`config.mk`:
```
export PLATFORM = sky130hd
export DESIGN_NAME = irq_ctrl
export DESIGN_NICKNAME = d
export VERILOG_FILES = /design/src/rtl/irq_ctrl_pkg.sv /design/src/rtl/irq_sync.sv /design/src/rtl/irq_detect.sv /design/src/rtl/irq_status.sv /design/src/rtl/irq_regs.sv /design/src/rtl/irq_ctrl.sv
export SDC_FILE = /design/constraint.sdc
export NUM_CORES = 1
export LEC_CHECK = 0
export CAP_MARGIN = 20
export CELL_PAD_IN_SITES_DETAIL_PLACEMENT = 0
export CELL_PAD_IN_SITES_GLOBAL_PLACEMENT = 1
export CORE_ASPECT_RATIO = 0.9
export CORE_UTILIZATION = 50
export CTS_CLUSTER_SIZE = 20
export DETAILED_ROUTE_END_ITERATION = 6
export PLACE_DENSITY_LB_ADDON = 0.1
export SLEW_MARGIN = 40
export SYNTH_ARGS = -nofsm -noshare
export SYNTH_HDL_FRONTEND = slang
export SYNTH_SLANG_ARGS = --single-unit
```
`constraint.sdc`:
```
create_clock -name clk_i -period 2.8 [get_ports clk_i]
set_input_delay 0.28 -clock clk_i [delete_from_list [all_inputs] [get_ports clk_i]]
set_output_delay 0.28 -clock clk_i [all_outputs]
set_load 0.005 [all_outputs]
```
`src/rtl/irq_ctrl_pkg.sv`:
```
package irq_ctrl_pkg;
  localparam int unsigned NSRC = 32;
  localparam int unsigned AW   = 4;
  localparam logic [AW-1:0] OFF_STAT = 4'h0;
  localparam logic [AW-1:0] OFF_EN   = 4'h2;
  localparam logic [AW-1:0] OFF_CRIT = 4'h3;
  localparam logic [AW-1:0] OFF_POL  = 4'h4;
  localparam logic [AW-1:0] OFF_TRIG = 4'h5;
  localparam logic [AW-1:0] OFF_MSK  = 4'h6;
endpackage

```
`src/rtl/irq_sync.sv`:
```
module irq_sync #(
  parameter int unsigned W = 32
) (
  input  logic         clk_i,
  input  logic         rst_ni,
  input  logic [W-1:0] d_i,
  output logic [W-1:0] cur_o,
  output logic [W-1:0] prv_o
);
  logic [W-1:0] s1_q, s2_q, s3_q;

  always_ff @(posedge clk_i or negedge rst_ni) begin
    if (!rst_ni) begin
      s1_q <= '0;
      s2_q <= '0;
      s3_q <= '0;
    end else begin
      s1_q <= d_i;
      s2_q <= s1_q;
      s3_q <= s2_q;
    end
  end

  assign cur_o = s2_q;
  assign prv_o = s3_q;
endmodule

```
`src/rtl/irq_detect.sv`:
```
module irq_detect #(
  parameter int unsigned W = 32
) (
  input  logic [W-1:0] cur_i,
  input  logic [W-1:0] prv_i,
  input  logic [W-1:0] pol_i,
  input  logic [W-1:0] trig_i,
  output logic [W-1:0] set_o
);
  for (genvar i = 0; i < W; i++) begin : g_src
    logic act, edg;
    assign act = pol_i[i] ? cur_i[i] : ~cur_i[i];
    assign edg = pol_i[i] ? (cur_i[i] & ~prv_i[i]) : (~cur_i[i] & prv_i[i]);
    assign set_o[i] = trig_i[i] ? edg : act;
  end
endmodule

```
`src/rtl/irq_status.sv`:
```
module irq_status #(
  parameter int unsigned W = 32
) (
  input  logic         clk_i,
  input  logic         rst_ni,
  input  logic [W-1:0] set_i,
  input  logic [W-1:0] clr_i,
  output logic [W-1:0] status_o
);
  logic [W-1:0] status_q;

  always_ff @(posedge clk_i or negedge rst_ni) begin
    if (!rst_ni) status_q <= '0;
    else         status_q <= (status_q & ~clr_i) | set_i;
  end

  assign status_o = status_q;

  AST_W1C_CLEARS: assert property (@(posedge clk_i) disable iff (!rst_ni)
    ((status_q & $past(clr_i & ~set_i)) == '0));
  AST_SET_WINS: assert property (@(posedge clk_i) disable iff (!rst_ni)
    (set_i != '0) |=> ((status_q & $past(set_i)) == $past(set_i)));
  AST_NO_SPONTANEOUS: assert property (@(posedge clk_i) disable iff (!rst_ni)
    ((status_q & ~$past(status_q) & ~$past(set_i)) == '0));
endmodule

```
`src/rtl/irq_regs.sv`:
```
module irq_regs
  import irq_ctrl_pkg::*;
#(
  parameter int unsigned W = NSRC
) (
  input  logic          clk_i,
  input  logic          rst_ni,
  input  logic [AW-1:0] addr_i,
  input  logic [W-1:0]  wdata_i,
  input  logic          we_i,
  input  logic [W-1:0]  status_i,
  output logic [W-1:0]  en_o,
  output logic [W-1:0]  crit_o,
  output logic [W-1:0]  pol_o,
  output logic [W-1:0]  trig_o,
  output logic [W-1:0]  clr_o,
  output logic [W-1:0]  rdata_o
);
  logic [W-1:0] en_q, crit_q, pol_q, trig_q;

  always_ff @(posedge clk_i or negedge rst_ni) begin
    if (!rst_ni) begin
      en_q   <= '0;
      crit_q <= '0;
      pol_q  <= '0;
      trig_q <= '0;
    end else if (we_i) begin
      if (addr_i == OFF_EN)   en_q   <= wdata_i;
      if (addr_i == OFF_CRIT) crit_q <= wdata_i;
      if (addr_i == OFF_POL)  pol_q  <= wdata_i;
      if (addr_i == OFF_TRIG) trig_q <= wdata_i;
    end
  end

  assign clr_o = (we_i && addr_i == OFF_STAT) ? wdata_i : '0;

  always_comb begin
    case (addr_i)
      OFF_STAT: rdata_o = status_i;
      OFF_EN:   rdata_o = en_q;
      OFF_CRIT: rdata_o = crit_q;
      OFF_POL:  rdata_o = pol_q;
      OFF_TRIG: rdata_o = trig_q;
      OFF_MSK:  rdata_o = status_i & en_q;
      default:  rdata_o = '0;
    endcase
  end

  assign en_o   = en_q;
  assign crit_o = crit_q;
  assign pol_o  = pol_q;
  assign trig_o = trig_q;

  logic cfg_addr;
  assign cfg_addr = (addr_i == OFF_EN) || (addr_i == OFF_CRIT) ||
                    (addr_i == OFF_POL) || (addr_i == OFF_TRIG);

  AST_CFG_HOLD: assert property (@(posedge clk_i) disable iff (!rst_ni)
    (we_i && !cfg_addr) |=> $stable({en_q, crit_q, pol_q, trig_q}));
  AST_EMPTY_READ: assert property (@(posedge clk_i) disable iff (!rst_ni)
    (addr_i == 4'h1 || addr_i > OFF_MSK) |-> (rdata_o == '0));
endmodule

```
`src/rtl/irq_ctrl.sv`:
```
module irq_ctrl
  import irq_ctrl_pkg::*;
(
  input  logic            clk_i,
  input  logic            rst_ni,
  input  logic [NSRC-1:0] src_i,
  input  logic [AW-1:0]   addr_i,
  input  logic [NSRC-1:0] wdata_i,
  input  logic            we_i,
  output logic [NSRC-1:0] rdata_o,
  output logic            irq_o,
  output logic            crit_o
);
  logic [NSRC-1:0] src_map, cur, prv, set, clr, status;
  logic [NSRC-1:0] en, crit, pol, trig, masked;

  // source n lands on register bit NSRC-1-n
  for (genvar n = 0; n < NSRC; n++) begin : g_map
    assign src_map[NSRC-1-n] = src_i[n];
  end

  irq_sync #(.W(NSRC)) u_sync (
    .clk_i(clk_i), .rst_ni(rst_ni), .d_i(src_map), .cur_o(cur), .prv_o(prv)
  );

  irq_detect #(.W(NSRC)) u_det (
    .cur_i(cur), .prv_i(prv), .pol_i(pol), .trig_i(trig), .set_o(set)
  );

  irq_status #(.W(NSRC)) u_stat (
    .clk_i(clk_i), .rst_ni(rst_ni), .set_i(set), .clr_i(clr), .status_o(status)
  );

  irq_regs #(.W(NSRC)) u_regs (
    .clk_i(clk_i), .rst_ni(rst_ni), .addr_i(addr_i), .wdata_i(wdata_i),
    .we_i(we_i), .status_i(status), .en_o(en), .crit_o(crit), .pol_o(pol),
    .trig_o(trig), .clr_o(clr), .rdata_o(rdata_o)
  );

  assign masked = status & en;
  assign irq_o  = |(masked & ~crit);
  assign crit_o = |(masked & crit);

  AST_QUIET_MASKED: assert property (@(posedge clk_i) disable iff (!rst_ni)
    (en == '0) |-> (!irq_o && !crit_o));
endmodule

```
==> reports/results.tsv <==
metric	value	unit
status	finished, final reports clean	
fin crit share	95.21	%
maxcap violations	0	
Final Hold Viols	0	
TritonCTS clock tree	built	
vias in the first global route	7809	
die area	0.02197	mm2
Logic pwr share	15.2	%
die width	156.1	um
Residual DRC	0	
sequential share of power	47.3	%
relative slew slack	59.20	%
pwr dens	761.2	mW/mm2
Final TNS setup	0	ns
synthesized cell area	0.01069	mm2
Worst Hold Launch	src_i[2]	
Yosys reg bits	256	
ys flop type	dfrtp_1	
VDD IR max	0.4836	mV
type of destination of the critical path	primary output	
Syn Inst Count	847	
Async SR Flop Fraction	100.0	%
antenna diode count	0	
first-pass GRT wire length	42800	um
P&R area growth vs syn	24.62	%
min cycle time layout	2.666	ns
Final Power	10.14	mW
crit path max-delay cell type	clkdlybuf4s50_1	
Reg-to-Reg End	u_stat.status_o[18]	
Buffers on Ports	104	
H-tree depth	1	
WL final	27100	um
internal power	7.407	mW
Worst EP required	2.52	ns
effective utilization at floorplan	51.16	%
clk sink count	256	
Core ar.	0.02090	mm2
average wire per standard cell	21.14	um
Tightest Hold Check Type	input pin to flop	
Switching Power	2.732	mW
Die H	140.7	um
Rows	50	
clk slew on worst S/H paths	0.06	ns
reg2reg path depth	3	
Clock Power Share	37.5	%
Vias	7458	
Final nets	1046	
sequential element share of the synthesized area	59.93	%
largest net degree at the start of global routing	77	
crit-path max FO	32	
clock root buffer	clkbuf_16	
Slew Limit Fails	0	
initial DRC count	562	
most common cell after layout, fill and taps aside	dfrtp_1	
number of library cell types mapped by synthesis	25	
Setup Buffers After CTS	0	
fill cell count	1662	
CTS Buf Count	27	
hold worst-path end	u_sync.s1_q[29]	
initial antenna violation count	0	
I/O pins	105	
commonest cells after routing, fill and taps aside	256 x dfrtp_1, 102 x clkdlybuf4s50_1, 98 x nand2_1, 98 x mux2_2, 64 x a22oi_1	
Multi-input gate area	0.004177	mm2
Avg Cell Area, Syn	12.62	um2
Clk Latency, worst-skew pair	0.53	ns
worst slew pin tran	0.6120	ns
GPL Wtd Cong	0.8149	
Synth Warn #	0	
Leak	5.820	nW
reg2reg setup slack	1.80	ns
Startpoint Class	input pin	
FMAX	0.3751	GHz
layout cells sized above 1	18.67	%
Overall Global Routing Usage	25.27	%
CP Cell Sequence	clkdlybuf4s50_1 > buf_4 > nor4bb_4 > buf_12 > a21oi_1 > o211ai_1 > clkdlybuf4s50_1	
DP HPWL	17360	um
FF-to-FF Start	u_regs.pol_o[18]	
RSZ-0062 raised after global routing	no	
Net Sw Frac	26.94	%
CTS max path bufs	3	
syn_nets	918	
WP data arrival	2.39	ns
DR pass1 iterations	5	
Remaining Overflow, GRT	0	
antenna viol nets, final	0	
CP dominant cell by count	clkdlybuf4s50_1	
Post-synth EDFFs	0	
Crit Path Category	input pin to primary output	
Setup Skew	0.004719	ns
crit-path max cell delay	0.56	ns
register area	0.006406	mm2
Via density	5.817	
hold depth	1	
final setup violation count	0	
-- worst max path at each step --
stage,startpoint,endpoint,slack [ns]
floorplan,addr_i[1],rdata_o[30],1.26
global placement,addr_i[1],rdata_o[19],0.05
detailed placement,addr_i[1],rdata_o[19],0.01
CTS,addr_i[1],rdata_o[30],0.006
global route,u_regs.en_o[4],irq_o,0.01
finish,addr_i[0],rdata_o[30],0.13
-- timing repair --
| item | 4_1_cts | 5_1_grt |
|---|---|---|
| setup endpoints to repair | 4 | 10 |
| endpoints found under the hold margin | 70 | 0 |
| cloned | 0 | 0 |
| gates resized for setup | 1 | 3 |
| hold buffers | 1 | 0 |
-- critical path, delay by kind of cell --
kind | cells | cell delay, ns
and+or+nand+nor | 1 | 0.34
AOI/OAI and AO/OA | 2 | 0.35
buffers and inverters | 4 | 1.40
-- synth_stat cells, drive strengths merged, types with 2 or more instances --
| cell type | instances | share of area, % |
|---|---|---|
| a21o | 63 | 4.4 |
| a21oi | 33 | 1.5 |
| a22oi | 64 | 4.5 |
| buf | 20 | 0.94 |
| clkbuf | 16 | 0.56 |
| dfrtp | 256 | 60 |
| mux2 | 128 | 13 |
| nand2 | 98 | 3.4 |
| nand3 | 63 | 2.9 |
| nand3b | 3 | 0.21 |
| nand4 | 9 | 0.53 |
| nor3 | 2 | 0.14 |
| nor4 | 6 | 0.41 |
| nor4b | 2 | 0.44 |
| nor4bb | 2 | 0.19 |
| o22ai | 14 | 0.82 |
| xnor2 | 32 | 2.6 |
| xor2 | 32 | 2.6 |
-- through the flow --
step | area (um2) | instances | hold slack (ns) | setup slack (ns) | utilization, %
4_1_cts | 13310 | 1282 | 0.1662 | 0.006100 | 63.68
3_3_place_gp | 12330 | 1231 | 0.2928 | 0.04900 | 59.00
6_report | 13320 | 1282 | 0.1843 | 0.1341 | 63.75
5_1_grt | 13320 | 1282 | 0.1755 | 0.01016 | 63.75
3_5_place_dp | 12330 | 1231 | 0.2933 | 0.01392 | 59.00
2_1_floorplan | 10690 | 847 | -0.01559 | 1.259 | -
-- power by group through the flow --
| stage | combinational, mW | sequential (mW) | clock, mW |
|---|---|---|---|
| finish | 1.54 | 4.80 | 3.80 |
| global route | 1.69 | 4.87 | 4.02 |
| CTS | 1.55 | 4.79 | 3.88 |
| detailed placement | 1.53 | 4.85 | 0 |
| global placement | 1.48 | 4.81 | 0 |
| floorplan | 0.945 | 4.68 | 0 |
-- final cells by class --
type                            count  area share (%)
Clock inverter                     19           1.822
Tap cell                          286           2.686
Inverter                            1         0.02818
Clock buffer                       31           5.410
Sequential cell                   256           48.09
Multi-Input combinational cell    554           31.35
Timing Repair Buffer              135           10.60
-- cell families after synthesis --
family / synth area share (%)
buf+inv: 1.533
compound gates: 11.44
simple gates: 8.369
flops: 59.93
xor+xnor: 5.244
mux: 13.48
-- per-layer routing --
layer / vias up / track usage (%) / part of all wire (%)
met3: 59 / 3.781 / 5.6
met2: 253 / 41.24 / 48
li1: 3318 / - / -
met5: - / 0 / 0
met4: 0 / 9.804 / 3.1
met1: 3828 / 34.15 / 43
-- registers in the layout, indices dropped and copies added, names as in the netlist --
signal           flops
u_regs.crit_o       32
u_regs.en_o         32
u_regs.pol_o        32
u_regs.trig_o       32
u_stat.status_o     32
u_sync.cur_o        32
u_sync.prv_o        32
u_sync.s1_q         32
No activity file was read; power rests on OpenSTA's default activity.
